### src/rtl/snoop_pkg.sv
package snoop_pkg;
  typedef enum logic [1:0] {
    ST_IDLE   = 2'd0,
    ST_LOOKUP = 2'd1,
    ST_WB     = 2'd2
  } snoop_state_e;
endpackage

### src/rtl/snoop_gate.sv
module snoop_gate (
  input  logic ahold,
  input  logic hold,
  input  logic boff,
  input  logic eads,
  input  logic smm_active,
  input  logic halt_susp,
  input  logic pin_susp,
  input  logic snoop_on_halt,
  output logic accept
);
  logic released;
  logic permitted;

  assign released = ahold | hold | boff;

  // power-state priority: management mode, then pin suspend, then halt suspend
  always_comb begin
    if (smm_active)      permitted = 1'b1;
    else if (pin_susp)   permitted = 1'b0;
    else if (halt_susp)  permitted = snoop_on_halt;
    else                 permitted = 1'b1;
  end

  assign accept = eads & released & permitted;
endmodule

### src/rtl/snoop_tag_array.sv
module snoop_tag_array #(
  parameter int unsigned LINES = 16,
  parameter int unsigned TAG_W = 24,
  localparam int unsigned IDX_W = $clog2(LINES)
) (
  input  logic             clk,
  input  logic             rst,
  input  logic             fill_en,
  input  logic [IDX_W-1:0] fill_idx,
  input  logic [TAG_W-1:0] fill_tag,
  input  logic             fill_dirty,
  input  logic             inval_en,
  input  logic [IDX_W-1:0] inval_idx,
  input  logic [IDX_W-1:0] rd_idx,
  output logic [TAG_W-1:0] rd_tag,
  output logic             rd_valid,
  output logic             rd_dirty
);
  logic [TAG_W-1:0] tag_q [LINES];
  logic [LINES-1:0] valid_q;
  logic [LINES-1:0] dirty_q;

  for (genvar g = 0; g < LINES; g++) begin : g_line
    always_ff @(posedge clk) begin
      if (rst) begin
        tag_q[g]   <= '0;
        valid_q[g] <= 1'b0;
        dirty_q[g] <= 1'b0;
      end else if (inval_en && inval_idx == IDX_W'(g)) begin
        valid_q[g] <= 1'b0;
        dirty_q[g] <= 1'b0;
      end else if (fill_en && fill_idx == IDX_W'(g)) begin
        tag_q[g]   <= fill_tag;
        valid_q[g] <= 1'b1;
        dirty_q[g] <= fill_dirty;
      end
    end
  end

  assign rd_tag   = tag_q[rd_idx];
  assign rd_valid = valid_q[rd_idx];
  assign rd_dirty = dirty_q[rd_idx];

  // an invalidated line reads invalid after the edge
  p_inval_clears_r3: assert property (@(posedge clk) disable iff (rst)
    inval_en |=> !valid_q[$past(inval_idx)]);

  // a fill without a competing invalidate leaves the line valid
  p_fill_sets_r11: assert property (@(posedge clk) disable iff (rst)
    (fill_en && !inval_en) |=> valid_q[$past(fill_idx)]);
endmodule

### src/rtl/snoop_ctrl.sv
module snoop_ctrl
  import snoop_pkg::*;
#(
  parameter int unsigned ADDR_W     = 32,
  parameter int unsigned LINES      = 16,
  parameter int unsigned LINE_BYTES = 16,
  localparam int unsigned OFS_W = $clog2(LINE_BYTES),
  localparam int unsigned IDX_W = $clog2(LINES),
  localparam int unsigned TAG_W = ADDR_W - IDX_W - OFS_W
) (
  input  logic              clk,
  input  logic              rst,
  input  logic              accept,
  input  logic [ADDR_W-1:0] snoop_addr,
  input  logic              wb_mode,
  input  logic              wb_ack,
  input  logic [TAG_W-1:0]  rd_tag,
  input  logic              rd_valid,
  input  logic              rd_dirty,
  output logic [IDX_W-1:0]  rd_idx,
  output logic              inval_en,
  output logic [IDX_W-1:0]  inval_idx,
  output logic              wb_req,
  output logic [ADDR_W-1:0] wb_addr,
  output logic              busy,
  output logic              done,
  output logic              hit
);
  snoop_state_e      state_q;
  logic [ADDR_W-1:0] cur_q;
  logic [ADDR_W-1:0] pend_addr_q;
  logic              pend_q;
  logic              wb_req_q;
  logic [ADDR_W-1:0] wb_addr_q;
  logic              busy_q;
  logic              done_q;
  logic              hit_q;

  logic [TAG_W-1:0]  cur_tag;
  logic              look_hit;
  logic              need_wb;
  logic              finish;

  assign rd_idx   = cur_q[OFS_W +: IDX_W];
  assign cur_tag  = cur_q[ADDR_W-1 -: TAG_W];
  assign look_hit = rd_valid && (rd_tag == cur_tag);
  assign need_wb  = look_hit && rd_dirty && wb_mode;

  always_comb begin
    finish = 1'b0;
    if (state_q == ST_LOOKUP) finish = !need_wb;
    else if (state_q == ST_WB) finish = wb_ack;
  end

  assign inval_en  = finish && ((state_q == ST_WB) || look_hit);
  assign inval_idx = rd_idx;

  always_ff @(posedge clk) begin
    if (rst) begin
      state_q     <= ST_IDLE;
      cur_q       <= '0;
      pend_addr_q <= '0;
      pend_q      <= 1'b0;
      wb_req_q    <= 1'b0;
      wb_addr_q   <= '0;
      busy_q      <= 1'b0;
      done_q      <= 1'b0;
      hit_q       <= 1'b0;
    end else begin
      done_q <= 1'b0;
      case (state_q)
        ST_IDLE: begin
          if (accept) begin
            cur_q   <= snoop_addr;
            state_q <= ST_LOOKUP;
            busy_q  <= 1'b1;
          end
        end
        ST_LOOKUP: begin
          if (need_wb) begin
            state_q   <= ST_WB;
            wb_req_q  <= 1'b1;
            wb_addr_q <= {cur_tag, rd_idx, {OFS_W{1'b0}}};
          end
        end
        ST_WB: begin
          if (wb_ack) wb_req_q <= 1'b0;
        end
        default: state_q <= ST_IDLE;
      endcase

      if (finish) begin
        done_q <= 1'b1;
        hit_q  <= (state_q == ST_WB) || look_hit;
        if (pend_q) begin
          cur_q   <= pend_addr_q;
          state_q <= ST_LOOKUP;
          busy_q  <= 1'b1;
          pend_q  <= accept;
          if (accept) pend_addr_q <= snoop_addr;
        end else if (accept) begin
          cur_q   <= snoop_addr;
          state_q <= ST_LOOKUP;
          busy_q  <= 1'b1;
        end else begin
          state_q <= ST_IDLE;
          busy_q  <= 1'b0;
        end
      end else if (state_q != ST_IDLE && accept && !pend_q) begin
        pend_q      <= 1'b1;
        pend_addr_q <= snoop_addr;
      end
    end
  end

  assign wb_req  = wb_req_q;
  assign wb_addr = wb_addr_q;
  assign busy    = busy_q;
  assign done    = done_q;
  assign hit     = hit_q;

  // request held until acknowledged
  p_wb_hold_r4: assert property (@(posedge clk) disable iff (rst)
    (wb_req && !wb_ack) |=> wb_req);

  // line address steady while the request waits
  p_wb_addr_stable_r4: assert property (@(posedge clk) disable iff (rst)
    (wb_req && !wb_ack) |=> $stable(wb_addr));

  // write-through lookup never opens a write-back
  p_wt_no_wb_r3: assert property (@(posedge clk) disable iff (rst)
    (state_q == ST_LOOKUP && !wb_mode) |=> !wb_req);

  // a held snoop keeps the controller busy
  p_pend_busy_r10: assert property (@(posedge clk) disable iff (rst)
    pend_q |-> busy_q);
endmodule

### src/rtl/snoop_inval_ctrl.sv
module snoop_inval_ctrl #(
  parameter int unsigned ADDR_W     = 32,
  parameter int unsigned LINES      = 16,
  parameter int unsigned LINE_BYTES = 16,
  localparam int unsigned OFS_W = $clog2(LINE_BYTES),
  localparam int unsigned IDX_W = $clog2(LINES),
  localparam int unsigned TAG_W = ADDR_W - IDX_W - OFS_W
) (
  input  logic              clk,
  input  logic              rst,
  input  logic              ahold,
  input  logic              hold,
  input  logic              boff,
  input  logic              eads,
  input  logic [ADDR_W-1:0] snoop_addr,
  input  logic              wb_mode,
  input  logic              smm_active,
  input  logic              halt_susp,
  input  logic              pin_susp,
  input  logic              snoop_on_halt,
  input  logic              fill_en,
  input  logic [ADDR_W-1:0] fill_addr,
  input  logic              fill_dirty,
  output logic              wb_req,
  output logic [ADDR_W-1:0] wb_addr,
  input  logic              wb_ack,
  output logic              busy,
  output logic              done,
  output logic              hit
);
  logic             accept;
  logic [IDX_W-1:0] rd_idx;
  logic [TAG_W-1:0] rd_tag;
  logic             rd_valid;
  logic             rd_dirty;
  logic             inval_en;
  logic [IDX_W-1:0] inval_idx;

  snoop_gate i_gate (
    .ahold         (ahold),
    .hold          (hold),
    .boff          (boff),
    .eads          (eads),
    .smm_active    (smm_active),
    .halt_susp     (halt_susp),
    .pin_susp      (pin_susp),
    .snoop_on_halt (snoop_on_halt),
    .accept        (accept)
  );

  snoop_tag_array #(
    .LINES (LINES),
    .TAG_W (TAG_W)
  ) i_tags (
    .clk        (clk),
    .rst        (rst),
    .fill_en    (fill_en),
    .fill_idx   (fill_addr[OFS_W +: IDX_W]),
    .fill_tag   (fill_addr[ADDR_W-1 -: TAG_W]),
    .fill_dirty (fill_dirty),
    .inval_en   (inval_en),
    .inval_idx  (inval_idx),
    .rd_idx     (rd_idx),
    .rd_tag     (rd_tag),
    .rd_valid   (rd_valid),
    .rd_dirty   (rd_dirty)
  );

  snoop_ctrl #(
    .ADDR_W     (ADDR_W),
    .LINES      (LINES),
    .LINE_BYTES (LINE_BYTES)
  ) i_ctrl (
    .clk        (clk),
    .rst        (rst),
    .accept     (accept),
    .snoop_addr (snoop_addr),
    .wb_mode    (wb_mode),
    .wb_ack     (wb_ack),
    .rd_tag     (rd_tag),
    .rd_valid   (rd_valid),
    .rd_dirty   (rd_dirty),
    .rd_idx     (rd_idx),
    .inval_en   (inval_en),
    .inval_idx  (inval_idx),
    .wb_req     (wb_req),
    .wb_addr    (wb_addr),
    .busy       (busy),
    .done       (done),
    .hit        (hit)
  );

  // a strobe without a bus-release input starts nothing
  p_no_release_r1: assert property (@(posedge clk) disable iff (rst)
    (eads && !ahold && !hold && !boff && !busy) |=> !busy);

  // pin suspend outside management mode blocks the strobe
  p_pin_susp_ignored_r9: assert property (@(posedge clk) disable iff (rst)
    (eads && pin_susp && !smm_active && !busy) |=> !busy);

  // completion only follows a busy cycle
  p_done_after_busy_r2: assert property (@(posedge clk) disable iff (rst)
    done |-> $past(busy));
endmodule

### config.mk
export PLATFORM = sky130hd
export DESIGN_NAME = snoop_inval_ctrl
export DESIGN_NICKNAME = d
export VERILOG_FILES = /design/src/rtl/snoop_pkg.sv /design/src/rtl/snoop_gate.sv /design/src/rtl/snoop_tag_array.sv /design/src/rtl/snoop_ctrl.sv /design/src/rtl/snoop_inval_ctrl.sv
export SDC_FILE = /design/constraint.sdc
export NUM_CORES = 1
export LEC_CHECK = 0
export ABC_CLOCK_PERIOD_IN_PS = 9200
export BUFFER_PORTS_ARGS = -buffer_cell sky130_fd_sc_hd__buf_2
export CAP_MARGIN = 10
export CORE_MARGIN = 4
export CORE_UTILIZATION = 65
export CTS_CLUSTER_DIAMETER = 60
export CTS_CLUSTER_SIZE = 28
export DETAILED_ROUTE_END_ITERATION = 10
export PLACE_DENSITY = 0.86
export RECOVER_POWER = 50
export SLEW_MARGIN = 10
export SYNTH_ARGS = -nofsm -noshare
export SYNTH_HDL_FRONTEND = slang
export SYNTH_SLANG_ARGS = --single-unit
### constraint.sdc
create_clock -name clk -period 9.2 [get_ports clk]
set_clock_uncertainty 0.05 [all_clocks]
set_input_delay 1.84 -clock clk [delete_from_list [all_inputs] [get_ports clk]]
set_output_delay 1.84 -clock clk [all_outputs]
set_load 0.05 [all_outputs]
# Word-level counts from Yosys, hierarchy flattened

Memories as Yosys holds them, arrays and structs flattened. A register that Yosys moved wholly into a read port is not among the register bits.
Cells that the tools add are included.

Flip-flop bits (word level): 131
Bits of input ports: 78
Word-level logic and storage cells: 292
Latch bits: 0
Memory bits (writable): 384
Bits in read-only memories: 0
Memories kept: 1
Output and inout port bits: 36

Bitwise operators: 20
Order comparisons: 1
Multiplexer cells: 119
Divide/modulo/power cells: 0
Reduce and logical (&&, ||, !) cells: 70
Shifts and indexed selects: 0
$mul: 0
Eq/ne operators: 40
Add/subtract/negate cells: 0

Memories:

| memory       | depth | bits a word | rd ports | clocked after memory_dff | write ports | line                  | RTL |
|---|---|---|---|---|---|---|---|
| i_tags.tag_q | 16    | 24          | 1        | 1                        | 16          | snoop_tag_array.sv:19 | `logic [TAG_W-1:0] tag_q [LINES];` |

Operators with widths:

| operator             | count |
|---|---|
| $mux W24             | 16 |
| $mux W32             | 9 |
| $mux W1              | 85 |
| $eq A4 B4 Y1 const B | 16 |
| $logic_and A1 B1 Y1  | 38 |
| $eq A4 B3 Y1 const B | 8 |
| $reduce_or A2 Y1     | 16 |
| $eq A24 B24 Y1       | 1 |
| $or A1 B1 Y1         | 18 |
| $eq A4 B2 Y1 const B | 4 |
| $reduce_bool A2 Y1   | 5 |
| $reduce_and A3 Y1    | 3 |
| $bmux W1 S4          | 2 |
| $eq A4 B1 Y1 const B | 2 |
| $logic_not A4 Y1     | 2 |
| $mux W2              | 4 |
| $ne A2 B1 Y1 const B | 4 |
| $ne A3 B1 Y1 const B | 2 |
| $pmux W2 S3          | 1 |
| $lt A4 B5 Y1 const B | 1 |
| $mux W4              | 1 |
| $reduce_and A2 Y1    | 2 |
| $and A1 B1 Y1        | 2 |
| $eq A2 B1 Y1 const B | 1 |
| 6 further kinds      | 7 |

# Logic depth before layout (Yosys ltp)

Depth in word-level cells: 13
Gate-level depth with buffers: 16
Gate-level depth less buffers: 10

# Cells and area by module

A second synthesis with hierarchy kept.

Cell total of the unflattened synthesis: 1711
Area total of the unflattened synthesis: 23446.2 um^2

By module, submodules not included:

| module          | times used | cells each | sequential area each (um^2) | area an instance (um^2) |
|---|---|---|---|---|
| snoop_tag_array | 1          | 1268       | 12171.7                     | 19135.9 |
| snoop_ctrl      | 1          | 440        | 1821.7                      | 4282.9 |
| snoop_gate      | 1          | 3          | 0.0                         | 27.5 |

# Least setup slack after synthesis

Ideal clock, no wire load.

Path kind: flip-flop to flip-flop
From: register (tool-made name)
To: memory i_tags.tag_q[2][0] (enable)
Setup time: 0.429 ns
Path buffers: 2
Arrival: 3.410 ns
Cell stages (with the launch flop): 11
Path slack: 5.310 ns
Clock period less this slack: 3.890 ns
Required time: 8.721 ns
Cell sequence: dfxtp_1 > buf_2 > mux4_2 > mux4_2 > xor2_1 > nor4b_2 > and2_1 > a31oi_4 > buf_6 > o21ai_2 > nand2b_1

RTL lines:

| element       | line |
|---|---|
| end, declared | snoop_tag_array.sv:19 |

==> flow_summary.ini <==
[global_route]
gr-usage-all-layers_pct = 30.1
grt_pass1_vias = 15600
grt_pass1_wl_mm = 90.1
grt_max_degree = 112
antenna_found_initial = 0
overflow = 0

[run_status]
violations = capacitance limit, slew limit
status = finished with violations

[logic_synthesis]
async_reset_ff_share_pct = 0
synth_cell_types = 62
netlist_instances = 1890
synth_flop_cell = edfxtp_1
ys_seq_area_share_pct = 59.6
synth-edff-count = 384
ys_ff_latch = 507
netlist_area_um2 = 23500
yosysWarnings = 0
avgSynthCellArea_um2 = 12.4

[route]
ant_nets = 0
drc = 0
vias_per_cell = 6.53
num_vias = 15600
drt_iter0_drc = 2013
drtPass1Iterations = 5
wl_mm = 59.5
routedWlPerCell_um = 25.0

[clocking]
cts-root-buf = clkbuf_16
clk_pin_slew_ps = 90
cts_max_level = 1
cts_max_path_buffers = 3
clkLatencyLatePin_ps = 630
numCtsBuffers = 31
cts_resized = 0
cts_sinks = 507
cts_tree = yes
cts_setup_buffers = 0
postCtsHoldBufs = 0

[final_layout]
layout_commonest_cell = nor2_1
num_antenna_cells = 0
seq_area_um2 = 14000
area_growth_pct = 6.59
finalInstanceArea_um2 = 25000
nNetsFinal = 1974
multi_input_area_um2 = 8460
layout_common_cells = 470 x nor2_1, 384 x edfxtp_1, 181 x mux2i_1
drive_above_1_share_pct = 15.1
fill_cells = 2337
fin_cells = 2382

[timing]
tightest_slew_ps = 2730
hold_violations = 0
setup-violations-final = 0
fmax_mhz = 137
hold_ws_ps = 429
fin_crit_sh_pct = 79.6
timing.final.crit_period_ps = 7320
maxSlewViolCount = 53
rsz0062_at_grt = false
finalSetupTns_ps = 0
slew_headroom_pct = -82.1

[setup_path]
cp.required_ps = 9510
end_kind = register
worst_ep_arrival_time_ps = 7640
r2r_cells = 13
critPathLaunchType = register
r2r_slack_ps = 1880
cp_max_fo = 52
critical-path-max-stage-delay_ps = 2170
path_common_cell = buf_4
crit_chain = nor2b_1 > a22oi_1 > a211oi_1 > nor3_1 > nor4_1 > nor4b_2 > and2_0 > a31oi_4 > buf_4 > o31ai_1 > buf_4 > nand2b_1 > buf_4
cp_slowest_cell = dfxtp_1
r2r-end = i_tags.tag_q[7][0]
crit_type = reg2reg

[power]
comb_power_share_pct = 10.6
switchingPower_w = 0.00126
ir_drop_mv = 0.210
leakage_nw = 8.22
power_frac_seq_pct = 55.8
p_sw_share_pct = 26.5
power_density_nw_per_um2 = 189
p_int_w = 0.00348
power_frac_clock_pct = 33.6

[placed_design]
hpwl_mm = 36.8
place_congestion = 0.878
io_buffers = 101
dpl.cell_count = 2324
dpl-instance-area_um2 = 24100

[worst_hold_path]
min_delay_worst_endpoint = i_ctrl.pend_addr_q[7]
min_path_cells = 2
min-delay-start = i_ctrl.pend_addr_q[7]
hold_path.class = reg2reg

[floorplanning]
fp.coreArea_um2 = 35600
io_pins = 114
die_y_um = 198
die-area_um2 = 39200
start_util_pct = 66.0
rows = 69
fp.dieW_um = 198

[run]
maxCapViolations = 1
==> through the flow <==
step | worst slack, ps | utilization [%] | power (W)
detailed placement | 3370 | 67.7 | 0.00318
finish | 1880 | 70.4 | 0.00474
global route | 1630 | 70.4 | 0.00487
global placement | 3460 | 67.7 | 0.00316
floorplan | 5310 | - | 0.00302
CTS | 3360 | 70.9 | 0.00473
==> worst max-delay path by stage <==
stage	end	slack, ps	startpoint	depth (start not counted)
2_1_floorplan	i_tags.tag_q[2][0]	5310	register	10
3_3_place_gp	i_tags.tag_q[7][21]	3460	register	14
3_5_place_dp	i_tags.tag_q[7][21]	3370	register	14
4_1_cts	i_tags.tag_q[7][21]	3360	register	14
5_1_grt	i_tags.tag_q[7][21]	1630	register	13
6_report	i_tags.tag_q[7][0]	1880	register	13
==> power by group through the flow <==
stage | combinational, W | clock, W | sequential, W
3_3_place_gp | 0.000478 | 0 | 0.00268
6_report | 0.000503 | 0.00159 | 0.00264
5_1_grt | 0.000533 | 0.00168 | 0.00265
4_1_cts | 0.000494 | 0.00159 | 0.00264
2_1_floorplan | 0.000370 | 0 | 0.00265
3_5_place_dp | 0.000491 | 0 | 0.00269
==> cell families (layout without fill, tap and decap cells) <==
family                    count (synthesis)  count (layout)  synth area share (%)
AOI/OAI and AO/OA                       164             164                  5.48
and+or+nand+nor                         721             721                  13.6
DFF                                     507             507                  59.6
muxes                                   283             283                  16.4
buffers and inverters                   188             216                  3.93
xor gates and xnor gates                 26              26                 0.970
other                                     1               4                0.0160
==> layout make-up <==
type / count / area share, %
flip-flops and latches: 507 / 55.9
multi-input cells: 1198 / 33.8
repair buffers: 146 / 3.27
clock buffers: 32 / 3.11
well taps: 461 / 2.30
clock inverters: 26 / 1.39
inverters: 12 / 0.180
==> worst max-delay path, delay by kind of cell, from the launching register on <==
family                 cells  cell delay, ps
and+or+nand+nor            6            2670
buffers and inverters      3            1040
AOI/OAI and AO/OA          4            1090
DFF                        1            2170
==> Yosys cell counts (4+ instances only) <==
cell type,number,area [µm²]
nand2b_1,100,626
buf_2,48,240
edfxtp_1,384,11500
a21oi_1,40,200
o21ai_4,9,146
xor2_1,11,96.3
mux2_2,23,259
nand2_1,40,150
buf_1,24,90.1
a31oi_1,4,25.0
a221oi_1,5,43.8
dfxtp_1,123,2460
buf_4,20,150
a211oi_1,8,60.1
nand3_1,37,185
buf_6,11,124
o21ai_2,4,35.0
nor3_1,41,205
a22o_1,9,78.8
xnor2_1,15,131
nor2b_1,7,43.8
a22oi_1,20,150
and2_1,4,25.0
o21ai_0,12,60.1
a2bb2oi_1,29,254
clkbuf_1,73,274
mux2i_1,181,1810
inv_1,11,41.3
mux4_2,79,1780
nor2_1,472,1770
==> sequential cells by signal (all words and copies together) (netlist names), named ones only <==
name                cells
i_tags.dirty_q         16
i_ctrl.state_q          2
i_ctrl.pend_addr_q     28
i_tags.tag_q          384
i_ctrl.busy             1
i_ctrl.done             1
i_tags.valid_q         16
i_ctrl.wb_req           1
i_ctrl.wb_addr         28
i_ctrl.pend_q           1
i_ctrl.hit              1
==> metal layers <==
layer	track usage, %	wire length [µm]	share of wire, %
met1	39.7	21000	35
met2	50.1	29200	49
met3	5.87	6640	11
met4	11.2	2740	4.6
met5	0	0	0
Power figures use the tool's default switching activity.
